**src/rtl/lane_ingress_pkg.sv**
```systemverilog
package lane_ingress_pkg;
  localparam int LANES   = 2;
  localparam int FLIT_W  = 16;
  localparam int ROUTE_W = 4;
  localparam int ROUTE_LO = 8;

  typedef enum logic [1:0] {
    KIND_IDLE = 2'b00,
    KIND_BODY = 2'b01,
    KIND_END  = 2'b10,
    KIND_FULL = 2'b11
  } flit_kind_e;

  localparam logic [1:0] LEVEL_SIG = 2'b11;
  localparam logic [1:0] LEVEL_RW  = 2'b10;

  typedef struct packed {
    logic [LANES-1:0] push;
    logic [LANES-1:0] pop;
    logic [LANES-1:0] startSel;
  } lane_strobe_t;
endpackage

```
**src/rtl/lane_ingress_ctrl.sv**
```systemverilog
module lane_ingress_ctrl
  import lane_ingress_pkg::*;
#(
  parameter int DEPTH   = 4,
  parameter int NUM_OUT = 5,
  localparam int CNT_W  = $clog2(DEPTH + 1)
) (
  input  logic                       clk,
  input  logic                       rstN,
  input  logic [3:0]                 flitTag,
  input  logic [LANES*NUM_OUT-1:0]   readLines,
  input  logic [2*LANES-1:0]         headKind,
  output lane_strobe_t               strobe,
  output logic [CNT_W-1:0]           occ [LANES],
  output logic [LANES-1:0]           overflow
);
  logic [1:0] levelCode;
  logic [1:0] kindCode;
  logic [LANES-1:0] laneHit;
  logic [LANES-1:0] pushV, popV, atStart;

  assign levelCode = flitTag[3:2];
  assign kindCode  = flitTag[1:0];

  always_comb begin
    laneHit = '0;
    if (kindCode != KIND_IDLE) begin
      if (levelCode == LEVEL_SIG)     laneHit[0] = 1'b1;
      else if (levelCode == LEVEL_RW) laneHit[1] = 1'b1;
    end
  end

  for (genvar l = 0; l < LANES; l++) begin : g_lane
    logic anyRd, isFull, isEmpty;
    logic [1:0] popKind;
    assign anyRd   = |readLines[l*NUM_OUT +: NUM_OUT];
    assign isFull  = (occ[l] == CNT_W'(DEPTH));
    assign isEmpty = (occ[l] == '0);
    assign popKind = headKind[2*l +: 2];
    assign pushV[l] = laneHit[l] && !isFull;
    assign popV[l]  = anyRd && !isEmpty;

    always_ff @(posedge clk) begin
      if (!rstN) begin
        occ[l]      <= '0;
        overflow[l] <= 1'b0;
        atStart[l]  <= 1'b1;
      end else begin
        occ[l] <= occ[l] + CNT_W'(pushV[l]) - CNT_W'(popV[l]);
        if (laneHit[l] && isFull) overflow[l] <= 1'b1;
        if (popV[l]) atStart[l] <= (popKind == KIND_END) || (popKind == KIND_FULL);
      end
    end

    AST_OCC_BOUND: assert property (@(posedge clk) disable iff (!rstN)
      occ[l] <= CNT_W'(DEPTH));
    AST_OVF_STICKY: assert property (@(posedge clk) disable iff (!rstN)
      overflow[l] |=> overflow[l]);
    AST_IDLE_NO_GROWTH: assert property (@(posedge clk) disable iff (!rstN)
      (kindCode == KIND_IDLE) |=> (occ[l] <= $past(occ[l])));
    AST_QUIET_LANE: assert property (@(posedge clk) disable iff (!rstN)
      (!anyRd && !laneHit[l]) |=> $stable(occ[l]));
  end

  assign strobe = '{push: pushV, pop: popV, startSel: atStart};
endmodule

```
**src/rtl/lane_ingress_dp.sv**
```systemverilog
module lane_ingress_dp
  import lane_ingress_pkg::*;
#(
  parameter int DEPTH = 4,
  localparam int PTR_W = (DEPTH > 1) ? $clog2(DEPTH) : 1
) (
  input  logic                clk,
  input  logic                rstN,
  input  logic [FLIT_W-1:0]   flitIn,
  input  lane_strobe_t        strobe,
  input  logic [LANES-1:0]    laneValid,
  output logic [FLIT_W-1:0]   headFlit [LANES],
  output logic [ROUTE_W-1:0]  headRoute [LANES],
  output logic [2*LANES-1:0]  headKind
);
  function automatic logic [PTR_W-1:0] stepPtr(input logic [PTR_W-1:0] p);
    return (p == PTR_W'(DEPTH - 1)) ? '0 : p + 1'b1;
  endfunction

  for (genvar l = 0; l < LANES; l++) begin : g_lane
    logic [FLIT_W-1:0]  store [DEPTH];
    logic [PTR_W-1:0]   wrPtr, rdPtr;
    logic [ROUTE_W-1:0] routeHeld;
    logic [ROUTE_W-1:0] headField;

    assign headFlit[l]       = store[rdPtr];
    assign headField         = headFlit[l][ROUTE_LO +: ROUTE_W];
    assign headKind[2*l +: 2] = headFlit[l][13:12];
    assign headRoute[l]      = strobe.startSel[l] ? headField : routeHeld;

    always_ff @(posedge clk) begin
      if (strobe.push[l]) store[wrPtr] <= flitIn;
    end

    always_ff @(posedge clk) begin
      if (!rstN) begin
        wrPtr     <= '0;
        rdPtr     <= '0;
        routeHeld <= '0;
      end else begin
        if (strobe.push[l]) wrPtr <= stepPtr(wrPtr);
        if (strobe.pop[l]) begin
          rdPtr <= stepPtr(rdPtr);
          if (strobe.startSel[l]) routeHeld <= headField;
        end
      end
    end

    AST_HEAD_STABLE: assert property (@(posedge clk) disable iff (!rstN)
      (laneValid[l] && !strobe.pop[l]) |=> $stable(headFlit[l]));
    AST_ROUTE_HOLD: assert property (@(posedge clk) disable iff (!rstN)
      (laneValid[l] && !strobe.pop[l] && !strobe.startSel[l]) |=> $stable(headRoute[l]));
  end
endmodule

```
**src/rtl/lane_ingress_buffer.sv**
```systemverilog
module lane_ingress_buffer
  import lane_ingress_pkg::*;
#(
  parameter int DEPTH   = 4,
  parameter int NUM_OUT = 5,
  localparam int CNT_W  = $clog2(DEPTH + 1)
) (
  input  logic                       clk,
  input  logic                       rstN,
  input  logic [FLIT_W-1:0]          flitIn,
  input  logic [LANES*NUM_OUT-1:0]   readLines,
  output logic [LANES*FLIT_W-1:0]    headFlit,
  output logic [LANES-1:0]           headValid,
  output logic [LANES*ROUTE_W-1:0]   headRoute,
  output logic [LANES*CNT_W-1:0]     freeSlots,
  output logic [LANES-1:0]           overflow
);
  lane_strobe_t       strobe;
  logic [CNT_W-1:0]   occ [LANES];
  logic [2*LANES-1:0] headKind;
  logic [FLIT_W-1:0]  laneFlit [LANES];
  logic [ROUTE_W-1:0] laneRoute [LANES];

  lane_ingress_ctrl #(.DEPTH(DEPTH), .NUM_OUT(NUM_OUT)) u_ctrl (
    .clk(clk), .rstN(rstN), .flitTag(flitIn[15:12]), .readLines(readLines),
    .headKind(headKind), .strobe(strobe), .occ(occ), .overflow(overflow));

  lane_ingress_dp #(.DEPTH(DEPTH)) u_dp (
    .clk(clk), .rstN(rstN), .flitIn(flitIn), .strobe(strobe),
    .laneValid(headValid), .headFlit(laneFlit), .headRoute(laneRoute),
    .headKind(headKind));

  for (genvar l = 0; l < LANES; l++) begin : g_out
    assign headValid[l]                   = (occ[l] != '0);
    assign freeSlots[l*CNT_W +: CNT_W]    = CNT_W'(DEPTH) - occ[l];
    assign headFlit[l*FLIT_W +: FLIT_W]   = laneFlit[l];
    assign headRoute[l*ROUTE_W +: ROUTE_W] = laneRoute[l];
  end
endmodule

```
**config.mk**
```make
export PLATFORM = sky130hd
export DESIGN_NAME = lane_ingress_buffer
export DESIGN_NICKNAME = d
export VERILOG_FILES = /design/src/rtl/lane_ingress_pkg.sv /design/src/rtl/lane_ingress_ctrl.sv /design/src/rtl/lane_ingress_dp.sv /design/src/rtl/lane_ingress_buffer.sv
export SDC_FILE = /design/constraint.sdc
export NUM_CORES = 1
export LEC_CHECK = 0
export ABC_AREA = 0
export BUFFER_PORTS_ARGS = -buffer_cell sky130_fd_sc_hd__buf_2
export CAP_MARGIN = 20
export CORE_ASPECT_RATIO = 0.7
export CORE_MARGIN = 10
export CORE_UTILIZATION = 58
export CTS_CLUSTER_DIAMETER = 200
export CTS_CLUSTER_SIZE = 8
export DETAILED_ROUTE_END_ITERATION = 12
export PLACE_DENSITY = 0.8
export SYNTH_ARGS = -nofsm -noshare
export SYNTH_HDL_FRONTEND = slang
export SYNTH_SLANG_ARGS = --single-unit
```
**constraint.sdc**
```tcl
create_clock -name clk -period 3.2 [get_ports clk]
set_clock_uncertainty 0.15 [all_clocks]
set_input_delay 0.64 -clock clk [delete_from_list [all_inputs] [get_ports clk]]
set_output_delay 0.64 -clock clk [all_outputs]
set_load 0.05 [all_outputs]
```
==> impl_metrics.ini <==
[status]
run_status = finished, final reports clean

[detailed_routing]
firstDrtPassIters = 4
viasPerCell = 5.605
drc = 0
via_count = 3509
finalWirelength_um = 13020
drt_iter0_markers = 299
routedWlPerCell_um = 20.80
antenna_left = 0

[clocking]
cts.sinks = 158
cts_setup_buffers = 0
clk_path_buf_depth = 2
cts_buffers = 17
clk_latency_ps = 410
cts_hold_buf = 0
cts.clk_slew.worst_paths_ps = 70
cts_tree = built
h-tree-depth = 4
clock-root-buffer = clkbuf_16

[worst_setup_path]
crit_required_ps = 2410
ff2ff_setup_slack_ps = 450
r2r_start = u_ctrl.occ[4]
end_kind = output port
crit_fanout = 9
critPathKind = reg2out
crit_end = headFlit[13]
reg2reg_to = u_ctrl.occ[5]
worstSetupStartpointType = flop
cp.arrival_ps = 2190
r2r_cells = 11

[timing]
finalSetupViolCount = 0
maxSlewViolCount = 0
relSlewSlack = 0.5384
max_slew.worst_pin.slew_ps = 692.5
rsz0062_at_grt = false
period_share = 0.9310
hold_viol = 0
timing.fmax_mhz = 335.7
setup_tns_ps = 0
fin_crit_ps = 2979

[die]
core_um2 = 10930
rows = 32
die_y_um = 108.0
design.die.area_um2 = 15730
dieWidth_um = 145.7
start_util = 0.5869
ios = 78

[yosys]
yosysTopAreaCell = edfxtp_1
yosys_warnings = 0
synth_seq_area_share = 0.6928
netlist_area_um2 = 6415
synth_edf_count = 128
synth_nets = 410
ys_ff_latch = 158
avgSynthCellArea_um2 = 17.72
syn_inst = 362
synth_cell_type_count = 33
synthDominantCellAreaShare = 0.5992
synth-main-ff-cell = edfxtp_1
synthTopCellsByArea = edfxtp_1 (60%), mux4_2 (11%), dfxtp_1 (9.4%)
synthArstFlopShare = 0

[pwr]
peakVddDrop_v = 0.0006925
power_per_cell_area_nw_per_um2 = 938.8
p_leak_uw = 0.002770
power.total_uw = 7111

[grt]
grt_pass1_vias = 3696
grt_pass1_wl_um = 20610
grt_max_degree = 45
track_usage = 0.1723
globalRouteOverflowTotal = 0
antenna_found_initial = 0

[placed_design]
numPortBuffers = 77
dpl.hpwl_um = 8586
gp_congestion = 0.8030
placed_area_um2 = 7033
place_inst = 594

[cells_and_area]
syn_to_final_growth_pct = 18.08
fillers = 702
postLayoutCellArea_um2 = 7575
layout.nets = 508
post-route-util = 0.6930
drive_gt1_frac = 0.3615
antenna_cells = 0
final_cells = 626
final_cell_mix = edfxtp_1 (128), buf_2 (77), mux4_2 (30), dfxtp_1 (29), o211ai_1 (20)
final_common_cell = edfxtp_1

[worst_hold_path]
hold_class = reg2reg

[flow_run]
cap_violations = 0
==> how the worst min path moves through the flow <==
stage               slack, ps  cells past startpoint                    endpoint                     from
finish                    350                      2     u_dp.g_lane[0].rdPtr[1]  u_dp.g_lane[0].rdPtr[1]
global route              360                      1  u_dp.g_lane[0].store[2][2]                flitIn[2]
CTS                       340                      1  u_dp.g_lane[0].store[2][2]                flitIn[2]
detailed placement        340                      2     u_dp.g_lane[0].rdPtr[1]  u_dp.g_lane[0].rdPtr[1]
global placement          320                      2     u_dp.g_lane[0].rdPtr[1]  u_dp.g_lane[0].rdPtr[1]
floorplan                 310                      2                        flop  u_dp.g_lane[1].rdPtr[1]
==> synth_stat cells, types with 3 or more instances <==
master    number
clkbuf_1       7
edfxtp_1     128
buf_2          3
mux4_2        30
xnor2_1        3
inv_1         18
ha_1          18
nor2b_1        5
mux2_2         8
nand3_1        8
nand2_1       16
xor2_1         3
o211ai_1      20
nor2_1         6
dfxtp_1       30
nand4_1        8
buf_4          4
and2_1        13
mux2i_1       12
==> cell type report <==
type | instances | area [µm²] | area share
Multi-Input combinational cell | 170 | 1809 | 0.2389
Timing Repair Buffer | 95 | 520.5 | 0.06871
Clock buffer | 17 | 425.4 | 0.05616
Inverter | 18 | 67.56 | 0.008920
Clock inverter | 15 | 115.1 | 0.01520
Sequential cell | 158 | 4446 | 0.5869
Tap cell | 153 | 191.4 | 0.02527
==> registers in the layout, indices dropped and copies added (netlist names), named ones only <==
signal / cells
u_dp.g_lane.wrPtr: 4
u_ctrl.strobe: 2
u_dp.g_lane.routeHeld: 8
u_dp.g_lane.rdPtr: 4
u_ctrl.occ: 6
u_ctrl.overflow: 2
u_dp.g_lane.store: 128
==> critical path, cell delays in order, from the launching register on <==
cell and delay [ps]:
dfxtp_1 650, buf_4 320, mux4_2 560, buf_2 240
==> what timing repair did <==
item | CTS | global route
endpoints found under the hold margin | 0 | 0
setup endpoints to repair | 0 | 1
resized for setup | 0 | 1
==> metrics by stage <==
| step | worst slack [ps] | hold slack, ps |
|---|---|---|
| 2_1_floorplan | 561.4 | 310.3 |
| 3_3_place_gp | 471.5 | 319.1 |
| 3_5_place_dp | 329.9 | 341.9 |
| 4_1_cts | 30.89 | 344.5 |
| 5_1_grt | 75.43 | 361.8 |
| 6_report | 220.8 | 347.8 |
==> power breakdown <==
group          leakage (µW)  switching [µW]  internal [µW]
clock              0.000245             823            998
sequential          0.00141             198           2420
combinational       0.00112            1820            860
total               0.00277            2840           4270
==> routing by layer <==
layer  vias to the layer above  part of all wire  GRT usage
met1                      1783              0.43     0.2159
li1                       1611                 -          -
met3                        12             0.055    0.05217
met4                         0            0.0092    0.06331
met2                       103              0.50     0.2824
met5                         -                 0          0
==> logic make-up (layout without fill, tap and decap cells) <==
family | count (synthesis) | count (layout) | synth area share
XOR/XNOR | 6 | 6 | 0.008193
multiplexers | 52 | 52 | 0.1463
AND/OR/NAND/NOR | 66 | 66 | 0.05559
flip-flops | 158 | 158 | 0.6928
buffers and inverters | 34 | 145 | 0.02516
adder cells (fa/ha/maj) | 20 | 20 | 0.04135
AO/OA/AOI/OAI | 26 | 26 | 0.03062
(Power assumes the default switching activity.)
